[src/rtl/optctl_pkg.sv]
package optctl_pkg;

  // Control register field positions (decoded by software and by the bench)
  localparam int LOCK_POS = 0;
  localparam int PROG_POS = 1;
  localparam int KVIE_POS = 4;
  localparam int KTIE_POS = 5;
  localparam int OEIE_POS = 6;

  // Key sequencer states; KS_DEAD is the sticky lockout
  typedef enum logic [1:0] {
    KS_IDLE = 2'd0,
    KS_HALF = 2'd1,
    KS_DEAD = 2'd2
  } keyState_e;

  // Strobes from the control section to the datapath
  typedef struct packed {
    logic fieldWr;    // accepted control-register write
    logic ctrlRdSel;  // read address selects control register
    logic newProg;
    logic newKvIe;
    logic newKtIe;
    logic newOeIe;
  } ctrlStb_t;

endpackage

[src/rtl/optctl_ctrl.sv]
module optctl_ctrl
  import optctl_pkg::*;
#(
  parameter int ADDR_W = 4,
  parameter int DATA_W = 32,
  parameter logic [DATA_W-1:0] KEY1 = 32'h4C0F_A9E1,
  parameter logic [DATA_W-1:0] KEY2 = 32'h7B35_D206,
  parameter int CTRL_ADDR = 0,
  parameter int KEY_ADDR = 1,
  parameter int WIN_BASE = 4,
  parameter int NUM_WIN = 3
) (
  input  logic              clk,
  input  logic              rstN,
  input  logic              busWe,
  input  logic [ADDR_W-1:0] busAddr,
  input  logic [DATA_W-1:0] busWdata,
  output logic              lockBit,
  output ctrlStb_t          stb,
  output logic [NUM_WIN-1:0] winWrStb
);

  localparam logic [ADDR_W-1:0] CTRL_A = ADDR_W'(CTRL_ADDR);
  localparam logic [ADDR_W-1:0] KEY_A  = ADDR_W'(KEY_ADDR);

  keyState_e keyState, keyNext;
  logic ctrlSel, keySel, keyWr, ctrlWr, unlockNow, lockSetNow;

  assign ctrlSel = (busAddr == CTRL_A);
  assign keySel  = (busAddr == KEY_A);
  assign keyWr   = busWe && keySel;
  assign ctrlWr  = busWe && ctrlSel;

  // Key sequencer next state
  always_comb begin
    keyNext   = keyState;
    unlockNow = 1'b0;
    if (keyWr) begin
      unique case (keyState)
        KS_IDLE: begin
          if (!lockBit)               keyNext = KS_DEAD;  // repeated unlock
          else if (busWdata == KEY1)  keyNext = KS_HALF;
          else                        keyNext = KS_DEAD;
        end
        KS_HALF: begin
          if (busWdata == KEY2) begin
            keyNext   = KS_IDLE;
            unlockNow = 1'b1;
          end else begin
            keyNext = KS_DEAD;
          end
        end
        default: keyNext = KS_DEAD;
      endcase
    end
  end

  always_ff @(posedge clk or negedge rstN) begin
    if (!rstN) keyState <= KS_IDLE;
    else       keyState <= keyNext;
  end

  // Lock bit: set by an unlocked write of 1, cleared only by the key pair
  assign lockSetNow = ctrlWr && !lockBit && busWdata[LOCK_POS];

  always_ff @(posedge clk or negedge rstN) begin
    if (!rstN)           lockBit <= 1'b0;
    else if (unlockNow)  lockBit <= 1'b0;
    else if (lockSetNow) lockBit <= 1'b1;
  end

  // Strobes for the datapath
  always_comb begin
    stb.fieldWr   = ctrlWr && !lockBit;
    stb.ctrlRdSel = ctrlSel;
    stb.newProg   = busWdata[PROG_POS];
    stb.newKvIe   = busWdata[KVIE_POS];
    stb.newKtIe   = busWdata[KTIE_POS];
    stb.newOeIe   = busWdata[OEIE_POS];
  end

  // Write permits to the protected windows
  for (genvar gi = 0; gi < NUM_WIN; gi++) begin : gWin
    localparam logic [ADDR_W-1:0] WIN_A = ADDR_W'(WIN_BASE + gi);
    assign winWrStb[gi] = busWe && !lockBit && (busAddr == WIN_A);
  end

  AST_DEAD_STICKY: assert property (@(posedge clk) disable iff (!rstN)
    (keyState == KS_DEAD) |=> (keyState == KS_DEAD));
  AST_DEAD_HOLDS_LOCK: assert property (@(posedge clk) disable iff (!rstN)
    (keyState == KS_DEAD && lockBit) |=> lockBit);
  AST_UNLOCK_NEEDS_KEY2: assert property (@(posedge clk) disable iff (!rstN)
    $fell(lockBit) |-> $past(keyWr && (busWdata == KEY2)));
  AST_LOCK_NOT_WRITABLE: assert property (@(posedge clk) disable iff (!rstN)
    (lockBit && ctrlWr) |=> lockBit);

endmodule

[src/rtl/optctl_dp.sv]
module optctl_dp
  import optctl_pkg::*;
#(
  parameter int DATA_W = 32
) (
  input  logic              clk,
  input  logic              rstN,
  input  ctrlStb_t          stb,
  input  logic              lockBit,
  input  logic              kvErrFlag,
  input  logic              ktErrFlag,
  input  logic              optErrFlag,
  input  logic              progDone,
  output logic              progStart,
  output logic              irqOut,
  output logic [DATA_W-1:0] busRdata
);

  logic progOpt, kvIe, ktIe, oeIe;
  logic irqNext;
  logic [DATA_W-1:0] ctrlImage;

  // Field registers; an accepted write takes priority over progDone
  always_ff @(posedge clk or negedge rstN) begin
    if (!rstN) begin
      progOpt <= 1'b0;
      kvIe    <= 1'b0;
      ktIe    <= 1'b0;
      oeIe    <= 1'b0;
    end else if (stb.fieldWr) begin
      progOpt <= stb.newProg;
      kvIe    <= stb.newKvIe;
      ktIe    <= stb.newKtIe;
      oeIe    <= stb.newOeIe;
    end else if (progDone) begin
      progOpt <= 1'b0;
    end
  end

  // Start pulse on an accepted 0-to-1 move of program-options
  always_ff @(posedge clk or negedge rstN) begin
    if (!rstN) progStart <= 1'b0;
    else       progStart <= stb.fieldWr && stb.newProg && !progOpt;
  end

  // Registered interrupt
  assign irqNext = (kvIe && kvErrFlag) || (ktIe && ktErrFlag) || (oeIe && optErrFlag);

  always_ff @(posedge clk or negedge rstN) begin
    if (!rstN) irqOut <= 1'b0;
    else       irqOut <= irqNext;
  end

  // Read image
  always_comb begin
    ctrlImage           = '0;
    ctrlImage[LOCK_POS] = lockBit;
    ctrlImage[PROG_POS] = progOpt;
    ctrlImage[KVIE_POS] = kvIe;
    ctrlImage[KTIE_POS] = ktIe;
    ctrlImage[OEIE_POS] = oeIe;
  end

  assign busRdata = stb.ctrlRdSel ? ctrlImage : '0;

  AST_START_ONE_CYCLE: assert property (@(posedge clk) disable iff (!rstN)
    progStart |=> !progStart);
  AST_START_WITH_FLAG: assert property (@(posedge clk) disable iff (!rstN)
    progStart |-> progOpt);
  AST_LOCKED_NO_START: assert property (@(posedge clk) disable iff (!rstN)
    lockBit |=> !progStart);
  AST_LOCKED_IE_STABLE: assert property (@(posedge clk) disable iff (!rstN)
    lockBit |=> $stable({kvIe, ktIe, oeIe, progOpt}) || $fell(progOpt));
  AST_DONE_CLEARS: assert property (@(posedge clk) disable iff (!rstN)
    (progDone && !stb.fieldWr) |=> !progOpt);
  AST_IRQ_QUIET: assert property (@(posedge clk) disable iff (!rstN)
    !(kvErrFlag || ktErrFlag || optErrFlag) |=> !irqOut);

endmodule

[src/rtl/optctl_top.sv]
module optctl_top #(
  parameter int ADDR_W = 4,
  parameter int DATA_W = 32,
  parameter logic [DATA_W-1:0] KEY1 = 32'h4C0F_A9E1,
  parameter logic [DATA_W-1:0] KEY2 = 32'h7B35_D206,
  parameter int CTRL_ADDR = 0,
  parameter int KEY_ADDR = 1,
  parameter int WIN_BASE = 4,
  parameter int NUM_WIN = 3
) (
  input  logic               clk,
  input  logic               rstN,
  input  logic               busWe,
  input  logic [ADDR_W-1:0]  busAddr,
  input  logic [DATA_W-1:0]  busWdata,
  output logic [DATA_W-1:0]  busRdata,
  input  logic               kvErrFlag,
  input  logic               ktErrFlag,
  input  logic               optErrFlag,
  input  logic               progDone,
  output logic               progStart,
  output logic [NUM_WIN-1:0] winWrStb,
  output logic               irqOut
);

  optctl_pkg::ctrlStb_t stb;
  logic lockBit;

  optctl_ctrl #(
    .ADDR_W(ADDR_W), .DATA_W(DATA_W), .KEY1(KEY1), .KEY2(KEY2),
    .CTRL_ADDR(CTRL_ADDR), .KEY_ADDR(KEY_ADDR),
    .WIN_BASE(WIN_BASE), .NUM_WIN(NUM_WIN)
  ) uCtrl (
    .clk(clk), .rstN(rstN), .busWe(busWe), .busAddr(busAddr),
    .busWdata(busWdata), .lockBit(lockBit), .stb(stb), .winWrStb(winWrStb)
  );

  optctl_dp #(.DATA_W(DATA_W)) uDp (
    .clk(clk), .rstN(rstN), .stb(stb), .lockBit(lockBit),
    .kvErrFlag(kvErrFlag), .ktErrFlag(ktErrFlag), .optErrFlag(optErrFlag),
    .progDone(progDone), .progStart(progStart), .irqOut(irqOut),
    .busRdata(busRdata)
  );

endmodule

[config.mk]
export PLATFORM = sky130hd
export DESIGN_NAME = optctl_top
export DESIGN_NICKNAME = d
export VERILOG_FILES = /design/src/rtl/optctl_pkg.sv /design/src/rtl/optctl_ctrl.sv /design/src/rtl/optctl_dp.sv /design/src/rtl/optctl_top.sv
export SDC_FILE = /design/constraint.sdc
export NUM_CORES = 1
export LEC_CHECK = 0
export BUFFER_PORTS_ARGS = -buffer_cell sky130_fd_sc_hd__buf_2
export CORE_MARGIN = 8
export CORE_UTILIZATION = 29
export DETAILED_ROUTE_END_ITERATION = 10
export PLACE_DENSITY = 0.68
export RECOVER_POWER = 25
export SYNTH_ARGS = -nofsm -noshare
export SYNTH_HDL_FRONTEND = slang
export SYNTH_HIERARCHICAL = 1
export SYNTH_SLANG_ARGS = --single-unit
[constraint.sdc]
create_clock -name clk -period 2.2 [get_ports clk]
set_input_delay 0.22 -clock clk [delete_from_list [all_inputs] [get_ports clk]]
set_output_delay 0.22 -clock clk [all_outputs]
set_load 0.02 [all_outputs]
==> results.json <==
{
  "status": "complete, no violations",
  "antenna_found_initial": 0,
  "finalHoldViolCount": 0,
  "worst_slew_pin_slew_ns": 0.553,
  "hold_class": "input pin to flop",
  "vias_per_cell": 4.55,
  "reg2reg_setup_slack_ns": 0.48,
  "crit_type": "flop to flop",
  "drive_above_1_share": 0.407,
  "ff2ff_path_depth": 4,
  "vias": 801,
  "slew_headroom": 0.628,
  "ff_latch_area_um2": 225,
  "regToRegEndpoint": "uDp/ktIe",
  "clock_skew_ns": 0.00473,
  "synth_edf_count": 0,
  "grt_max_degree": 10,
  "dp_hpwl_um": 2240,
  "path_clk_slew_ns": 0.06,
  "yosys-top-cells-area": "buf_4 (29%), dfrtp_1 (27%), nor4b_1 (5.3%)",
  "finalSetupViolations": 0,
  "netlist_area_um2": 830,
  "final_cell_mix": "buf_2 (51), conb_1 (27), dfrtp_1 (9)",
  "syn2layout_area_growth_pct": 24.0,
  "ios": 80,
  "root_buffer": "clkbuf_4",
  "drv_cap": 0,
  "clockBufferDepth": 2,
  "ys.warnings.count": 6,
  "cp-endpoint": "uDp/ktIe",
  "ant_nets": 0,
  "grt_pass1_vias": 981,
  "rsz0062_at_grt": "false",
  "ir_drop_mv": 0.341,
  "die_w_um": 69.5,
  "drtIter0Drc": 16,
  "critPathLaunch": "uCtrl/lockBit",
  "worstReg2RegStart": "uCtrl/lockBit",
  "syn_area_per_cell_um2": 8.92,
  "numCtsBuffers": 3,
  "yosys.area.top_type_share": 0.290,
  "clock_latency_ns": 0.26,
  "numPortBuffers": 52,
  "yosysTopAreaCell": "buf_4",
  "grt_util_all_layers": 0.100,
  "synthCells": 93,
  "cp.required_ns": 2.35,
  "ys.flop_type": "dfrtp_1",
  "core-area_um2": 2730,
  "drt-wirelength-per-cell_um": 13.8,
  "path_max_fanout": 7,
  "fp-row-count": 19,
  "critPathArrivalTime_ns": 1.87,
  "multi_input_area_um2": 454,
  "diodes": 0,
  "yosysUniqueCellTypes": 29,
  "cts_num_sinks": 9,
  "clock.fmax_mhz": 581,
  "cts_tree": "done",
  "synth_seq_area_share": 0.271,
  "yosys_register_bits": 9,
  "synthArstFlopShare": 1.00,
  "tns_ns": 0,
  "first_pass_iters": 4,
  "dieArea_um2": 4830,
  "final_nets": 189,
  "grt_overflow": 0,
  "period_share": 0.782,
  "fill_cells": 282,
  "drv_slew": 0,
  "total_power_mw": 0.486,
  "grt_first_pass_wirelength_um": 4130,
  "p_leak_nw": 0.541,
  "crit_path_start_kind": "flop",
  "cts_resized": 0,
  "place_congestion": 0.789,
  "wirelength_um": 2420,
  "die_height_um": 69.5,
  "start_util": 0.303,
  "end_kind": "flop",
  "h-tree-depth": 1,
  "final_common_cell": "buf_2",
  "drc": 0,
  "powerDensity_nw_per_um2": 473,
  "min_period_ns": 1.72
}
cells by family after synthesis:
family          count (synthesis)  share of synthesized area
simple gates                   39                      0.329
buf+inv                        34                      0.299
flops                           9                      0.271
compound gates                  7                     0.0558
mux                             3                     0.0407
other cells                     1                    0.00452
synthesized netlist by cell type, types with 2 or more instances:
library cell and n:
nand4_1 3, nor4b_1 5, inv_1 2, nor2_1 5, dfrtp_1 9, a21oi_1 2, nand2_1 3, mux2_1 2
and2_1 4, nand4b_1 4, buf_4 32, nor4_1 5
per-layer routing:
layer,wire length (µm),global-route usage,vias to the layer above
li1,-,-,384
met3,230,0.0443,5
met4,53,0.0478,0
met2,1120,0.163,53
met5,0,0,-
met1,1020,0.108,359
how the worst min path moves through the flow:
stage	slack (ns)	depth (start not counted)	startpoint	endpoint
2_1_floorplan	-0.08	0	rstN	uCtrl/keyState[0]
3_3_place_gp	0.08	1	rstN	uDp/irqOut
4_1_cts	0.16	2	progDone	uDp/progOpt
5_1_grt	0.18	2	progDone	uDp/progOpt
3_5_place_dp	0.08	1	rstN	uDp/irqOut
6_report	0.16	2	progDone	uDp/progOpt
sequential cells by signal, summed over array words and instances, names as in the netlist:
| signal | flops |
|---|---|
| uDp/ktIe | 1 |
| uDp/progStart | 1 |
| uDp/progOpt | 1 |
| uCtrl/keyState | 2 |
| uDp/kvIe | 1 |
| uCtrl/lockBit | 1 |
| uDp/irqOut | 1 |
| uDp/oeIe | 1 |
power breakdown:
part | total (mW) | internal (mW) | switching (mW)
clock network | 0.127 | 0.0698 | 0.0568
logic | 0.151 | 0.0575 | 0.0933
registers | 0.209 | 0.190 | 0.0184
total | 0.486 | 0.318 | 0.168
cell type report:
| cell class | count | area share |
|---|---|---|
| timing repair buffer | 54 | 0.269 |
| multi-input combinational | 76 | 0.442 |
| sequential | 9 | 0.219 |
| tap | 31 | 0.0377 |
| inverter | 2 | 0.00730 |
| clock buffer | 4 | 0.0255 |
worst max-delay path, stage by stage (launching register included):
cell	delay, ns
dfrtp_1	0.43
or4b_1	0.52
nor3_1	0.15
buf_4	0.17
mux2_2	0.33
through the flow:
| step | cells | hold WS, ns | instance area (µm²) | util | setup slack (ns) |
|---|---|---|---|---|---|
| after CTS | 176 | 0.161 | 1030 | 0.377 | 0.479 |
| final | 176 | 0.156 | 1030 | 0.376 | 0.479 |
| after floorplan | 119 | -0.0756 | 927 | - | 0.368 |
| after global placement | 171 | 0.0765 | 993 | 0.363 | 0.517 |
| after detailed placement | 171 | 0.0838 | 993 | 0.363 | 0.489 |
| after global routing | 176 | 0.177 | 1030 | 0.376 | 0.381 |
what timing repair did:
action                                 in CTS  in global routing
endpoints found under the hold margin       9                  0
buffers inserted                            0                  0
setup endpoints to repair                   0                  0
hold buffers                                1                  0
Power figures use the tool's default switching activity.
